**config.mk**
```make
export PLATFORM = sky130hd
export DESIGN_NAME = cal_alarm_cmp
export DESIGN_NICKNAME = d
export VERILOG_FILES = /design/src/rtl/cal_alarm_pkg.sv /design/src/rtl/cal_alarm_regs.sv /design/src/rtl/cal_field_cmp.sv /design/src/rtl/cal_alarm_flag.sv /design/src/rtl/cal_alarm_cmp.sv
export SDC_FILE = /design/constraint.sdc
export NUM_CORES = 1
export LEC_CHECK = 0
export ABC_AREA = 0
export CAP_MARGIN = 30
export CORE_MARGIN = 5
export CORE_UTILIZATION = 44
export CTS_CLUSTER_SIZE = 8
export DETAILED_ROUTE_END_ITERATION = 6
export GPL_TIMING_DRIVEN = 0
export PLACE_DENSITY = 0.84
export SLEW_MARGIN = 20
export SYNTH_ARGS = -nofsm -noshare
export SYNTH_HDL_FRONTEND = slang
export SYNTH_HIERARCHICAL = 1
export SYNTH_SLANG_ARGS = --single-unit
```
**constraint.sdc**
```tcl
create_clock -name clk -period 1.39 [get_ports clk]
set_input_delay 0.139 -clock clk [delete_from_list [all_inputs] [get_ports clk]]
set_output_delay 0.139 -clock clk [all_outputs]
set_load 0.01 [all_outputs]
```
**src/rtl/cal_alarm_pkg.sv**
```systemverilog
package cal_alarm_pkg;

    localparam int NUM_FIELDS = 8;

    localparam int SEC_W  = 6;
    localparam int MIN_W  = 6;
    localparam int HOUR_W = 5;
    localparam int MDAY_W = 5;
    localparam int WDAY_W = 3;
    localparam int YDAY_W = 9;
    localparam int MON_W  = 4;
    localparam int YEAR_W = 12;

    // field order fixes mask bit positions: index 0 = second ... 7 = year
    localparam int FIELD_W [NUM_FIELDS] = '{SEC_W, MIN_W, HOUR_W, MDAY_W,
                                            WDAY_W, YDAY_W, MON_W, YEAR_W};

    localparam int SEL_W    = 4;
    localparam int DATA_W   = YEAR_W;
    localparam int SEL_MASK = NUM_FIELDS;
    localparam int LOC_W    = 2;
    localparam int LOC_ALARM_BIT = 1;

    function automatic int field_lsb(input int idx);
        int acc;
        acc = 0;
        for (int k = 0; k < idx; k++) acc += FIELD_W[k];
        return acc;
    endfunction

    localparam int TIME_W = field_lsb(NUM_FIELDS);

    typedef struct packed {
        logic [YEAR_W-1:0] year;
        logic [MON_W-1:0]  mon;
        logic [YDAY_W-1:0] yday;
        logic [WDAY_W-1:0] wday;
        logic [MDAY_W-1:0] mday;
        logic [HOUR_W-1:0] hour;
        logic [MIN_W-1:0]  min;
        logic [SEC_W-1:0]  sec;
    } cal_time_t;

endpackage

```
**src/rtl/cal_alarm_regs.sv**
```systemverilog
module cal_alarm_regs
    import cal_alarm_pkg::*;
(
    input  logic                  clk,
    input  logic                  rst_n,
    input  logic                  wr_en,
    input  logic [SEL_W-1:0]      wr_sel,
    input  logic [DATA_W-1:0]     wr_data,
    output cal_time_t             alarm_o,
    output logic [NUM_FIELDS-1:0] mask_o
);

    typedef struct packed {
        cal_time_t             alarm;
        logic [NUM_FIELDS-1:0] mask;
    } regs_t;

    regs_t st_d, st_q;

    always_comb begin
        st_d = st_q;
        if (wr_en) begin
            case (wr_sel)
                SEL_W'(0):        st_d.alarm.sec  = wr_data[SEC_W-1:0];
                SEL_W'(1):        st_d.alarm.min  = wr_data[MIN_W-1:0];
                SEL_W'(2):        st_d.alarm.hour = wr_data[HOUR_W-1:0];
                SEL_W'(3):        st_d.alarm.mday = wr_data[MDAY_W-1:0];
                SEL_W'(4):        st_d.alarm.wday = wr_data[WDAY_W-1:0];
                SEL_W'(5):        st_d.alarm.yday = wr_data[YDAY_W-1:0];
                SEL_W'(6):        st_d.alarm.mon  = wr_data[MON_W-1:0];
                SEL_W'(7):        st_d.alarm.year = wr_data[YEAR_W-1:0];
                SEL_W'(SEL_MASK): st_d.mask       = wr_data[NUM_FIELDS-1:0];
                default:          ;
            endcase
        end
    end

    always_ff @(posedge clk) begin
        if (!rst_n) st_q <= '0;
        else        st_q <= st_d;
    end

    assign alarm_o = st_q.alarm;
    assign mask_o  = st_q.mask;

endmodule

```
**src/rtl/cal_field_cmp.sv**
```systemverilog
module cal_field_cmp #(
    parameter int W = 6
) (
    input  logic [W-1:0] now_i,
    input  logic [W-1:0] alarm_i,
    input  logic         ignore_i,
    output logic         hit_o
);

    assign hit_o = ignore_i || (now_i == alarm_i);

endmodule

```
**src/rtl/cal_alarm_flag.sv**
```systemverilog
module cal_alarm_flag (
    input  logic clk,
    input  logic rst_n,
    input  logic match_i,
    input  logic clear_i,
    output logic prev_o,
    output logic irq_o
);

    typedef struct packed {
        logic prev;
        logic irq;
    } flag_t;

    flag_t fl_d, fl_q;

    always_comb begin
        fl_d      = fl_q;
        fl_d.prev = match_i;
        if (clear_i)                 fl_d.irq = 1'b0;
        if (match_i && !fl_q.prev)   fl_d.irq = 1'b1;   // new event beats clear
    end

    always_ff @(posedge clk) begin
        if (!rst_n) begin
            fl_q.prev <= 1'b1;   // start as "matched" to suppress a reset-time edge
            fl_q.irq  <= 1'b0;
        end else begin
            fl_q <= fl_d;
        end
    end

    assign prev_o = fl_q.prev;
    assign irq_o  = fl_q.irq;

endmodule

```
**src/rtl/cal_alarm_cmp.sv**
```systemverilog
module cal_alarm_cmp
    import cal_alarm_pkg::*;
(
    input  logic              clk,
    input  logic              rst_n,
    input  logic [SEC_W-1:0]  tm_sec,
    input  logic [MIN_W-1:0]  tm_min,
    input  logic [HOUR_W-1:0] tm_hour,
    input  logic [MDAY_W-1:0] tm_mday,
    input  logic [WDAY_W-1:0] tm_wday,
    input  logic [YDAY_W-1:0] tm_yday,
    input  logic [MON_W-1:0]  tm_mon,
    input  logic [YEAR_W-1:0] tm_year,
    input  logic              wr_en,
    input  logic [SEL_W-1:0]  wr_sel,
    input  logic [DATA_W-1:0] wr_data,
    input  logic              clr_en,
    input  logic [LOC_W-1:0]  clr_data,
    output logic              alarm_irq
);

    cal_time_t             now_t;
    cal_time_t             alarm_t;
    logic [TIME_W-1:0]     now_vec;
    logic [TIME_W-1:0]     alarm_vec;
    logic [NUM_FIELDS-1:0] mask;
    logic [NUM_FIELDS-1:0] field_hit;
    logic                  match_all;
    logic                  match_prev;
    logic                  alarm_clear;
    logic                  loc_unused;

    assign now_t     = {tm_year, tm_mon, tm_yday, tm_wday, tm_mday, tm_hour, tm_min, tm_sec};
    assign now_vec   = now_t;
    assign alarm_vec = alarm_t;

    cal_alarm_regs u_regs (
        .clk     (clk),
        .rst_n   (rst_n),
        .wr_en   (wr_en),
        .wr_sel  (wr_sel),
        .wr_data (wr_data),
        .alarm_o (alarm_t),
        .mask_o  (mask)
    );

    for (genvar i = 0; i < NUM_FIELDS; i++) begin : g_fld
        localparam int LSB = field_lsb(i);
        localparam int FW  = FIELD_W[i];
        cal_field_cmp #(.W(FW)) u_cmp (
            .now_i    (now_vec[LSB +: FW]),
            .alarm_i  (alarm_vec[LSB +: FW]),
            .ignore_i (mask[i]),
            .hit_o    (field_hit[i])
        );
    end

    // all fields masked means disabled, not "always matching"
    assign match_all   = !(&mask) && (&field_hit);
    assign alarm_clear = clr_en && clr_data[LOC_ALARM_BIT];
    assign loc_unused  = ^(clr_data & ~(LOC_W'(1) << LOC_ALARM_BIT));

    cal_alarm_flag u_flag (
        .clk     (clk),
        .rst_n   (rst_n),
        .match_i (match_all),
        .clear_i (alarm_clear),
        .prev_o  (match_prev),
        .irq_o   (alarm_irq)
    );

endmodule

```
==> metrics.md <==
| Metric | Value |
|---|---|
| Leak Pwr | about 0.0017 uW |
| Die Area | 8300 um2 |
| Largest net degree at the start of global routing | 11 |
| Cts bufs inserted | 9 |
| Initial antenna violation count | 0 |
| Placed insts | 438 |
| Top post-synthesis cells by count | 71 x nand2_1, 60 x dfxtp_1, 58 x mux2i_1 |
| Violated checks | setup timing |
| Crit share post-route | 120% |
| Final WL | about 7100 um |
| Initial Utilization | 45.3% |
| GPL Wtd Cong | 0.840 |
| First-pass GRT wire length | 11600 um |
| EDFF count, synth | 0 |
| Clk_skew | 0.00536 ns |
| Placeable Area | 6390 um2 |
| Footprint of the multi-input gates | 1660 um2 |
| Critical Path RT | 1.65 ns |
| FF+latch area | 1210 um2 |
| Fin Hold WS | 0.247 ns |
| Outcome | finished with violations |
| Slew of the pin with the lowest slew margin | 0.482 ns |
| Post-Synthesis Cells | a little under 300 |
| Initial DRC count | 70 |
| Syn avg cell area | 9.95 um2 |
| Critical path peak fanout | 2 |
| Routed wire per std cell | approximately 16 um |
| DRC | 0 |
| Die height | 91.1 um |
| Fin area | 3900 um2 |
| CTS tree | done |
| Drt pass-1 iters | 4 |
| # IOs | 73 |
| Vias in the first global route | 2501 |
| Final worst slack | -0.277 ns |
| Fin nets | ~440 |
| Post-Layout Cell Count | 454 |
| Synth Net Count | 363 |
| Total number of vias | 2305 |
| Yosys reg bits | 60 |
| Port-buffer cells | 70 |
| GR Util All Layers | 17.5% |
| Pins Over Slew Limit | 0 |
| Most frequent cell after synthesis | nand2_1 |
| Clk Latency, worst-skew pair | 0.33 ns |
| Synth area leaders | dfxtp_1 42%, mux2i_1 20%, xor2_1 10% |
| # diodes | 0 |
| Row cnt | 29 |
| Relative slew margins | 67.9% |
| Yosys warnings | 6 |
| Htree depth | 3 |
| Final core occ | 61.1% |
| Share of Yosys cell area claimed by the top area cell type | 41.5% |
| Setup-failing EPs final | 2 |
| Max Freq | 0.600 GHz |
| Cell area power density | 906 nW/um2 |
| Root Driver | clkbuf_8 |
| Min Tclk post-route | roughly 1.7 ns |
| Area leader, netlist | dfxtp_1 |
| Grt total ovfl | 0 |
| Critical path launch point type | register |
| Clk buf depth | 2 |
| CP Capture Type | register |
| Post-Syn Area | 2890 um2 |
| Clk sinks | 60 |
| Ratio of cells with drive above 1 in the final layout | 12.5% |
| Max_cap viols | 0 |
| Layout filler cell count | 538 |
| Unrepaired setup endpoints after global routing | true |
| Main synth FF type | dfxtp_1 |
| Area delta synth->final | 34.8% |
| Type of the tightest min-delay check | input pin to register |
| Worst Path Arrival | 1.93 ns |
| ANT nets after route | 0 |
| Avg Vias per Cell | 5.08 |
| Die X-Extent | 91.1 um |
| Worst VDD drop | 0.000666 V |
| Pwr Total | between 3000 and 4000 uW |
| Clk pin slew, worst setup/hold paths | 0.06 ns |
| Path type of the worst setup path | register to register |
| DP Area | 3690 um2 |
| Final Hold Fails | 0 |
| Seq/Total Area, Yosys | 41.5% |
| Post-synth ARST share | 0% |
| Detail Placement HPWL | 5460 um |
| Post-synth cell types | 29 |
## final timing paths
| path | start | endpoint | slack (ns) | cells past startpoint |
|---|---|---|---|---|
| hold reg to reg | u_regs/alarm_o[48] | u_regs/alarm_o[48] | 0.47 | 2 |
| hold / removal | wr_sel[0] | u_regs/alarm_o[36] | 0.25 | 3 |
| setup reg to reg | u_regs/alarm_o[38] | u_flag/irq_o | -0.28 | 7 |
| setup / recovery | u_regs/alarm_o[38] | u_flag/irq_o | -0.28 | 7 |
## report_power, final
part	total, uW	switching (uW)	leakage (uW)	internal (uW)
clock	1310	614	0.0000844	692
combinational	472	198	0.00108	274
sequential	1760	15.3	0.000487	1740
total	3540	828	0.00165	2710
## registers in the layout (all words and copies together), names as in the netlist
register / count
u_regs/mask_o: 8
u_flag/prev_o: 1
u_regs/alarm_o: 50
u_flag/irq_o: 1
## cell usage in the layout (no fill, tap or decap), types with 4 or more instances in the layout
master,synthesis,routed
xor2_1,33,33
clkbuf_2,1,5
dfxtp_1,60,55
xnor2_1,17,17
nor4_2,0,4
clkbuf_8,0,10
clkdlybuf4s50_1,0,70
nand2b_1,4,4
nand2_1,71,66
nand2_2,1,6
mux2i_1,58,58
dfxtp_2,0,5
a31o_1,6,6
clkbuf_1,7,7
## stage by stage
step | setup slack (ns) | setup TNS [ns]
floorplan | -0.00172 | -0.00172
global placement | -0.521 | -19.15
detailed placement | -0.563 | -22.99
CTS | -0.273 | -0.456
global route | -0.385 | -0.662
finish | -0.277 | -0.469
## cell type report
| cell class | instances | share of cell area [%] |
|---|---|---|
| Tap cell | 77 | 2.47 |
| Clock inverter | 2 | 0.256 |
| Clock buffer | 14 | 3.91 |
| Multi-Input combinational cell | 218 | 42.6 |
| Buffer | 13 | 1.86 |
| Timing Repair Buffer | 70 | 18.0 |
| Sequential cell | 60 | 30.9 |
## worst max-delay path, cell delays in order (launching register included)
cell	delay (ns)
dfxtp_1	0.32
xor2_1	0.17
nor4_2	0.32
a31o_1	0.21
nand4_1	0.11
a211oi_2	0.27
nand2b_1	0.10
a21boi_2	0.11
## repair_timing
item,CTS,global route
gates resized for setup,12,4
hold buffers,0,0
setup buffers,0,0
endpoints found under the setup margin,46,5
pin swaps,5,3
## per-layer routing
metal  routed length [um]  GRT usage, %
met1                 3190          21.3
met2                 3440          29.5
met3                  402          4.79
met4                   89          5.99
met5                    0             0
## cells by family (layout without fill, tap and decap cells)
logic type / after synthesis / count (layout) / share of synthesized area, %
AO/OA/AOI/OAI: 10 / 10 / 3.33
XOR/XNOR: 50 / 50 / 15.1
buffers and inverters: 13 / 99 / 2.33
flip-flops: 60 / 60 / 41.5
multiplexers: 58 / 58 / 20.1
AND/OR/NAND/NOR: 100 / 100 / 17.6
No activity file was read; power rests on OpenSTA's default activity.
